--- config.mk ---
export PLATFORM = sky130hd
export DESIGN_NAME = osc_sweep_gen
export DESIGN_NICKNAME = d
export VERILOG_FILES = /design/src/rtl/osc_sweep_pkg.sv /design/src/rtl/osg_cmd_decoder.sv /design/src/rtl/osg_pwm_core.sv /design/src/rtl/osg_sweep_seq.sv /design/src/rtl/osc_sweep_gen.sv
export SDC_FILE = /design/constraint.sdc
export NUM_CORES = 1
export LEC_CHECK = 0
export BUFFER_PORTS_ARGS = -buffer_cell sky130_fd_sc_hd__buf_2
export CORE_AREA = 3 3 133 135
export CTS_CLUSTER_DIAMETER = 60
export CTS_CLUSTER_SIZE = 40
export DETAILED_ROUTE_END_ITERATION = 8
export DIE_AREA = 0 0 136 138
export PLACE_DENSITY = 0.76
export SLEW_MARGIN = 40
export SYNTH_ARGS = -nofsm -noshare
export SYNTH_HDL_FRONTEND = slang
export SYNTH_HIERARCHICAL = 1
export SYNTH_SLANG_ARGS = --single-unit
--- constraint.sdc ---
create_clock -name clk -period 7.8 [get_ports clk]
set_input_delay 0.78 -clock clk [delete_from_list [all_inputs] [get_ports clk]]
set_output_delay 0.78 -clock clk [all_outputs]
set_load 0.02 [all_outputs]
--- src/rtl/osc_sweep_pkg.sv ---
package osc_sweep_pkg;
  typedef enum logic [1:0] {MODE_IDLE, MODE_FIXED, MODE_SWEEP} mode_e;
  typedef enum logic [2:0] {DEC_CMD, DEC_PER_HI, DEC_PER_LO, DEC_DUTY, DEC_DWELL} dec_e;

  localparam logic [7:0] CH_PERIOD = 8'h70;
  localparam logic [7:0] CH_DUTY   = 8'h64;
  localparam logic [7:0] CH_DWELL  = 8'h77;
  localparam logic [7:0] CH_FIXED  = 8'h66;
  localparam logic [7:0] CH_SWEEP  = 8'h73;
  localparam logic [7:0] CH_STOP   = 8'h78;
endpackage

--- src/rtl/osg_cmd_decoder.sv ---
module osg_cmd_decoder
  import osc_sweep_pkg::*;
#(
  parameter int PER_W      = 16,
  parameter int DUTY_W     = 4,
  parameter int DWELL_W    = 8,
  parameter int DEF_PERIOD = 40,
  parameter int DEF_DUTY   = 3
) (
  input  logic               clk,
  input  logic               rst,
  input  logic [7:0]         rx_data,
  input  logic               rx_valid,
  output logic               rx_ready,
  output logic [PER_W-1:0]   st_period,
  output logic [DUTY_W-1:0]  st_duty,
  output logic [DWELL_W-1:0] st_dwell,
  output logic               cmd_fixed,
  output logic               cmd_sweep,
  output logic               cmd_stop
);
  dec_e       st_q;
  logic [7:0] hi_q;
  logic [15:0] per_word;
  logic       in_cmd;

  assign rx_ready  = 1'b1;
  assign in_cmd    = rx_valid && (st_q == DEC_CMD);
  assign cmd_fixed = in_cmd && (rx_data == CH_FIXED);
  assign cmd_sweep = in_cmd && (rx_data == CH_SWEEP);
  assign cmd_stop  = in_cmd && (rx_data == CH_STOP);
  assign per_word  = {hi_q, rx_data};

  always_ff @(posedge clk) begin
    if (rst) begin
      st_q      <= DEC_CMD;
      hi_q      <= '0;
      st_period <= PER_W'(DEF_PERIOD);
      st_duty   <= DUTY_W'(DEF_DUTY);
      st_dwell  <= '0;
    end else if (rx_valid) begin
      unique case (st_q)
        DEC_CMD: begin
          if (rx_data == CH_PERIOD)     st_q <= DEC_PER_HI;
          else if (rx_data == CH_DUTY)  st_q <= DEC_DUTY;
          else if (rx_data == CH_DWELL) st_q <= DEC_DWELL;
        end
        DEC_PER_HI: begin
          hi_q <= rx_data;
          st_q <= DEC_PER_LO;
        end
        DEC_PER_LO: begin
          st_period <= (per_word[PER_W-1:0] == '0) ? PER_W'(1) : per_word[PER_W-1:0];
          st_q      <= DEC_CMD;
        end
        DEC_DUTY: begin
          st_duty <= rx_data[DUTY_W-1:0];
          st_q    <= DEC_CMD;
        end
        DEC_DWELL: begin
          st_dwell <= rx_data[DWELL_W-1:0];
          st_q     <= DEC_CMD;
        end
        default: st_q <= DEC_CMD;
      endcase
    end
  end

  assert_period_opens_R3: assert property (@(posedge clk) disable iff (rst)
    (rx_valid && st_q == DEC_CMD && rx_data == CH_PERIOD) |=> (st_q == DEC_PER_HI));
  assert_nonzero_period_R3: assert property (@(posedge clk) disable iff (rst)
    (rx_valid && st_q == DEC_PER_LO) |=> (st_period != '0));
endmodule

--- src/rtl/osg_pwm_core.sv ---
module osg_pwm_core #(
  parameter int PER_W  = 16,
  parameter int DUTY_W = 4
) (
  input  logic              clk,
  input  logic              rst,
  input  logic              go,
  input  logic              stop,
  input  logic [PER_W-1:0]  nxt_period,
  input  logic [DUTY_W-1:0] nxt_duty,
  output logic              en,
  output logic              wrap
);
  localparam int PROD_W = PER_W + DUTY_W + 1;

  logic [PER_W-1:0] cnt_q, per_q, cnt_inc;
  logic [PER_W:0]   high_q, nxt_high;
  logic [PROD_W-1:0] prod;
  logic             run_q, en_q;

  assign prod = {{(DUTY_W+1){1'b0}}, nxt_period}
              * {{PER_W{1'b0}}, ({1'b0, nxt_duty} + 1'b1)};
  assign nxt_high = prod[PROD_W-1:DUTY_W];
  assign cnt_inc  = cnt_q + 1'b1;
  assign wrap     = run_q && (cnt_q == per_q - 1'b1);
  assign en       = en_q;

  always_ff @(posedge clk) begin
    if (rst || stop) begin
      run_q  <= 1'b0;
      cnt_q  <= '0;
      per_q  <= '0;
      high_q <= '0;
      en_q   <= 1'b0;
    end else if (go || wrap) begin
      run_q  <= 1'b1;
      cnt_q  <= '0;
      per_q  <= nxt_period;
      high_q <= nxt_high;
      en_q   <= (nxt_high != '0);
    end else if (run_q) begin
      cnt_q <= cnt_inc;
      en_q  <= ({1'b0, cnt_inc} < high_q);
    end
  end

  assert_cnt_bound_R4: assert property (@(posedge clk) disable iff (rst)
    run_q |-> (cnt_q < per_q));
  assert_wrap_restart_R5: assert property (@(posedge clk) disable iff (rst)
    (wrap && !stop) |=> (cnt_q == '0));
  assert_halt_low_R10: assert property (@(posedge clk) disable iff (rst)
    stop |=> !en);
endmodule

--- src/rtl/osg_sweep_seq.sv ---
module osg_sweep_seq #(
  parameter int PER_W    = 16,
  parameter int DUTY_W   = 4,
  parameter int DWELL_W  = 8,
  parameter int P0       = 32,
  parameter int P_STEP   = 16,
  parameter int N_STEPS  = 4
) (
  input  logic               clk,
  input  logic               rst,
  input  logic               start,
  input  logic               wrap,
  input  logic [DWELL_W-1:0] dwell_in,
  output logic [PER_W-1:0]   nxt_period,
  output logic [DUTY_W-1:0]  nxt_duty,
  output logic               last
);
  localparam int K_W = (N_STEPS > 1) ? $clog2(N_STEPS) : 1;

  logic [K_W-1:0]     k_q;
  logic [DUTY_W-1:0]  d_q;
  logic [DWELL_W-1:0] w_q, dwell_q;
  logic [PER_W-1:0]   per_q;
  logic               dwell_done, duty_top, k_last;

  assign dwell_done = (w_q == dwell_q);
  assign duty_top   = (d_q == '1);
  assign k_last     = (k_q == K_W'(N_STEPS - 1));
  assign last       = dwell_done && duty_top && k_last;

  always_comb begin
    nxt_period = per_q;
    nxt_duty   = d_q;
    if (start) begin
      nxt_period = PER_W'(P0);
      nxt_duty   = '0;
    end else if (wrap && dwell_done) begin
      if (duty_top) begin
        nxt_period = per_q + PER_W'(P_STEP);
        nxt_duty   = '0;
      end else begin
        nxt_duty = d_q + 1'b1;
      end
    end
  end

  always_ff @(posedge clk) begin
    if (rst) begin
      k_q <= '0; d_q <= '0; w_q <= '0; dwell_q <= '0; per_q <= PER_W'(P0);
    end else if (start) begin
      k_q <= '0; d_q <= '0; w_q <= '0; dwell_q <= dwell_in; per_q <= PER_W'(P0);
    end else if (wrap) begin
      if (dwell_done) begin
        w_q <= '0;
        if (duty_top) begin
          d_q   <= '0;
          k_q   <= k_q + 1'b1;
          per_q <= per_q + PER_W'(P_STEP);
        end else begin
          d_q <= d_q + 1'b1;
        end
      end else begin
        w_q <= w_q + 1'b1;
      end
    end
  end

  assert_period_grows_R7: assert property (@(posedge clk) disable iff (rst)
    (wrap && !start && dwell_done && duty_top) |=> (per_q > $past(per_q) && d_q == '0));
  assert_dwell_holds_R7: assert property (@(posedge clk) disable iff (rst)
    (wrap && !start && !dwell_done) |=> ($stable(d_q) && $stable(per_q)));
endmodule

--- src/rtl/osc_sweep_gen.sv ---
module osc_sweep_gen
  import osc_sweep_pkg::*;
#(
  parameter int PER_W      = 16,
  parameter int DUTY_W     = 4,
  parameter int DWELL_W    = 8,
  parameter int DEF_PERIOD = 40,
  parameter int DEF_DUTY   = 3,
  parameter int SWEEP_P0   = 32,
  parameter int SWEEP_STEP = 16,
  parameter int SWEEP_N    = 4
) (
  input  logic       clk,
  input  logic       rts_rst,
  input  logic [7:0] rx_data,
  input  logic       rx_valid,
  output logic       rx_ready,
  output logic       grid_en,
  output logic       busy
);
  mode_e               mode_q;
  logic [PER_W-1:0]    st_period, seq_period, pwm_period;
  logic [DUTY_W-1:0]   st_duty, seq_duty, pwm_duty;
  logic [DWELL_W-1:0]  st_dwell;
  logic                cmd_fixed, cmd_sweep, cmd_stop;
  logic                idle, go_fixed, go_sweep, pwm_wrap, sweep_wrap, seq_last;
  logic                use_seq, sweep_end, pwm_stop;

  osg_cmd_decoder #(
    .PER_W(PER_W), .DUTY_W(DUTY_W), .DWELL_W(DWELL_W),
    .DEF_PERIOD(DEF_PERIOD), .DEF_DUTY(DEF_DUTY)
  ) dec_i (
    .clk(clk), .rst(rts_rst), .rx_data(rx_data), .rx_valid(rx_valid),
    .rx_ready(rx_ready), .st_period(st_period), .st_duty(st_duty),
    .st_dwell(st_dwell), .cmd_fixed(cmd_fixed), .cmd_sweep(cmd_sweep),
    .cmd_stop(cmd_stop)
  );

  assign idle       = (mode_q == MODE_IDLE);
  assign go_fixed   = idle && cmd_fixed;
  assign go_sweep   = idle && cmd_sweep;
  assign sweep_wrap = pwm_wrap && (mode_q == MODE_SWEEP);
  assign sweep_end  = sweep_wrap && seq_last;
  assign pwm_stop   = cmd_stop || sweep_end;
  assign use_seq    = go_sweep || (mode_q == MODE_SWEEP);
  assign pwm_period = use_seq ? seq_period : st_period;
  assign pwm_duty   = use_seq ? seq_duty : st_duty;

  osg_sweep_seq #(
    .PER_W(PER_W), .DUTY_W(DUTY_W), .DWELL_W(DWELL_W),
    .P0(SWEEP_P0), .P_STEP(SWEEP_STEP), .N_STEPS(SWEEP_N)
  ) seq_i (
    .clk(clk), .rst(rts_rst), .start(go_sweep), .wrap(sweep_wrap),
    .dwell_in(st_dwell), .nxt_period(seq_period), .nxt_duty(seq_duty),
    .last(seq_last)
  );

  osg_pwm_core #(.PER_W(PER_W), .DUTY_W(DUTY_W)) pwm_i (
    .clk(clk), .rst(rts_rst), .go(go_fixed || go_sweep), .stop(pwm_stop),
    .nxt_period(pwm_period), .nxt_duty(pwm_duty), .en(grid_en), .wrap(pwm_wrap)
  );

  always_ff @(posedge clk) begin
    if (rts_rst || pwm_stop) mode_q <= MODE_IDLE;
    else if (go_fixed)       mode_q <= MODE_FIXED;
    else if (go_sweep)       mode_q <= MODE_SWEEP;
  end

  assign busy = !idle;

  assert_idle_quiet_R8: assert property (@(posedge clk) disable iff (rts_rst)
    !busy |-> !grid_en);
  assert_sweep_end_R8: assert property (@(posedge clk) disable iff (rts_rst)
    sweep_end |=> (!busy && !grid_en));
  assert_stop_now_R10: assert property (@(posedge clk) disable iff (rts_rst)
    cmd_stop |=> !busy);
  assert_busy_start_R9: assert property (@(posedge clk) disable iff (rts_rst)
    (busy && !pwm_stop) |=> ($past(mode_q) == mode_q));
endmodule

==> results.md <==
* Crit path DAT at 8.09 ns
* Cells after Synth at 1127
* Initial Utilization at 0.574
* Fin Clk Skew at 0.0123 ns
* Vias in the first global route at 7883
* P per Cell Area at 134 nW/um^2
* Die ar. at 18800 sq um
* First-pass GRT wire length at 38400 microns
* Worst EP required at 8.11 ns
* IO Pins at 14
* RSZ-0062 raised after global routing: yes
* Sequential area share after synthesis at 0.265
* Setup violations, final at 0
* Final Cycle Share at 0.998
* Max H-tree Level at 4
* Post-Place Cell Area at 10200 sq um
* Initial antenna violation count at 0
* CTS Root Cell: clkbuf_16
* Slew HR at 0.503
* Clock buffer depth at 2
* Final Hold Fails at 0
* Layout cells sized above 1 at 0.181
* CP max FO at 7
* Worst-Skew Late Latency at 0.43 ns
* DRC at 0
* Syn Std Cell Area at 9520 sq um
* N_diodes at 0
* WL per Instance at 16.5 microns
* Post-route cell area at 11100 sq um
* Status: finished clean
* Total Routing Usage GR at 0.251
* Setup crit end kind: flop
* Num rows at 47
* Syn_area_per_cell at 8.45 sq um
* CTS tree: built
* Worst hold path type: flop to flop
* Antenna Nets Post-Route at 0
* Startpoint types: flop
* GRT overflow at 0
* Number of DRC markers in iteration 0 at 554
* HPWL Detailed at 16800 microns
* Post-synth EDFFs at 0
* CTS clk-pin slew, worst paths at 0.06 ns
* Via density at 5.73
* Asr flop ratio synth at 0
* Maximum vdd drop at 0.152 mV
* P_leak at 4.89 nW
* CTS hold repair buffers at 0
* YS warnings at 6
* GPL Wtd Cong at 0.901
* Hold Slack at 0.456 ns
* Register bit count reported by yosys at 126
* Max-Cap Viols at 0
* Synth Flop Type: dfxtp_1
* CP peak stage delay at 0.56 ns
* Slew Limit Fails at 0
* Largest net degree at the start of global routing at 57
* Die Height at 138 microns
* # port buffers at 12
* Final net count at 1265
* Clock Sinks at 126
* Commonest non-fill, non-tap cell in the layout: nor2_1
* Crit path kind: flop to flop
* First-pass iteration count of the detailed router at 5
* Worst-path cell with the longest stage delay: or4b_4
* Distinct cells, synth at 77
* Core ar. at 16600 sq um
* Fmax at 128 MHz
* Final min period at 7.78 ns
* Util after Layout at 0.669
* Die width at 136 microns
* Worst Tran Pin Value at 0.736 ns
* Most frequent cells in the layout: nor2_1 (135), dfxtp_1 (124), nand2_1 (94)
* TritonCTS buffer count at 17
* WL final at 23100 microns
* Via count at 8004
* Area grow syn2layout at 16.5%
## flip-flops by register name (all words and copies together) (netlist names)
register         cells
mode_q               2
pwm_i/run_q          1
seq_i/per_q         12
pwm_i/cnt_q         16
dec_i/hi_q           8
seq_i/w_q            8
dec_i/st_duty        4
pwm_i/high_q        17
seq_i/d_q            4
seq_i/dwell_q        8
dec_i/st_q           3
seq_i/k_q            2
dec_i/st_dwell       8
pwm_i/en             1
dec_i/st_period     16
pwm_i/per_q         16
## worst max-delay path: cells and delay by family, from the launching register on
| family | cells | cell delay, ns |
|---|---|---|
| AO/OA/AOI/OAI | 5 | 0.90 |
| XOR/XNOR | 3 | 0.61 |
| adder cells (fa/ha/maj) | 5 | 1.88 |
| buffers and inverters | 5 | 0.54 |
| flip-flops | 1 | 0.32 |
| multiplexers | 1 | 0.21 |
| AND/OR/NAND/NOR | 12 | 3.20 |
## where the power goes
part / switching, mW / total [mW] / internal (mW)
registers: 0.000372 / 0.644 / 0.644
clock network: 0.313 / 0.806 / 0.493
logic: 0.0257 / 0.0358 / 0.0101
total: 0.339 / 1.49 / 1.15
## routing by layer
metal	up-vias	global-route usage	share of wire
met5	-	0	0
met4	0	0.0939	0.022
met3	44	0.0505	0.045
met2	201	0.388	0.47
met1	3871	0.347	0.46
li1	3888	-	-
## final timing paths
path,start,to,slack [ns],depth (start not counted)
worst max-delay path,pwm_i/per_q[1]$_SDFFE_PP0P_,pwm_i/en$_SDFFE_PP0P_,0.02,31
worst min register to register,dec_i/st_period[6]$_SDFFE_PP0P_,dec_i/st_period[6]$_SDFFE_PP0P_,0.46,2
worst max register to register,pwm_i/per_q[1]$_SDFFE_PP0P_,pwm_i/en$_SDFFE_PP0P_,0.02,31
worst min-delay path,dec_i/st_period[6]$_SDFFE_PP0P_,dec_i/st_period[6]$_SDFFE_PP0P_,0.46,2
## per-stage QoR
| stage | TNS (ns) | cells | setup WS, ns | power [mW] |
|---|---|---|---|---|
| 5_1_grt | -1.04 | 1397 | -0.327 | 1.53 |
| 2_1_floorplan | -0.0783 | 1130 | -0.0783 | 0.683 |
| 6_report | 0 | 1397 | 0.0168 | 1.49 |
| 3_3_place_gp | -0.0652 | 1361 | -0.0652 | 0.693 |
| 3_5_place_dp | -0.212 | 1361 | -0.212 | 0.693 |
| 4_1_cts | 0 | 1393 | 0.0230 | 1.49 |
## cell type report
cell class,instances,area (sq um)
timing repair buffer,76,551
inverter,88,333
tap,220,275
clock inverter,13,153
sequential,126,2520
clock buffer,19,453
multi-input combinational,855,6800
fill,1270,5490
## repair_timing
action,in CTS,in global routing
resized for setup,10,37
setup buffers,0,4
pin swaps,3,28
hold endpoints to repair,0,0
endpoints found under the setup margin,2,7
## synthesized netlist by cell type (all sizes together) (12+ instances only)
cell type | count | share of area
ha | 49 | 0.064
dfxtp | 126 | 0.26
inv | 88 | 0.035
fa | 41 | 0.086
xor2 | 38 | 0.035
xnor2 | 45 | 0.043
nor4 | 17 | 0.014
nor2b | 24 | 0.016
mux2i | 60 | 0.063
buf | 23 | 0.018
and3 | 16 | 0.011
nand2b | 25 | 0.017
and2 | 44 | 0.029
nor3 | 19 | 0.011
a21oi | 39 | 0.020
o21ai | 12 | 0.0063
nand3 | 24 | 0.014
mux2 | 24 | 0.028
nand4 | 28 | 0.018
nand2 | 95 | 0.037
clkbuf | 38 | 0.015
nor2 | 136 | 0.054
## logic make-up after synthesis
family | after synthesis | share of synthesized area
simple gates | 476 | 0.263
buf+inv | 149 | 0.0678
flops | 126 | 0.265
compound gates | 117 | 0.0838
fa+ha+maj | 90 | 0.151
mux | 84 | 0.0915
xor+xnor | 83 | 0.0779
other cells | 2 | 0.000789
No activity file was read; power rests on OpenSTA's default activity.
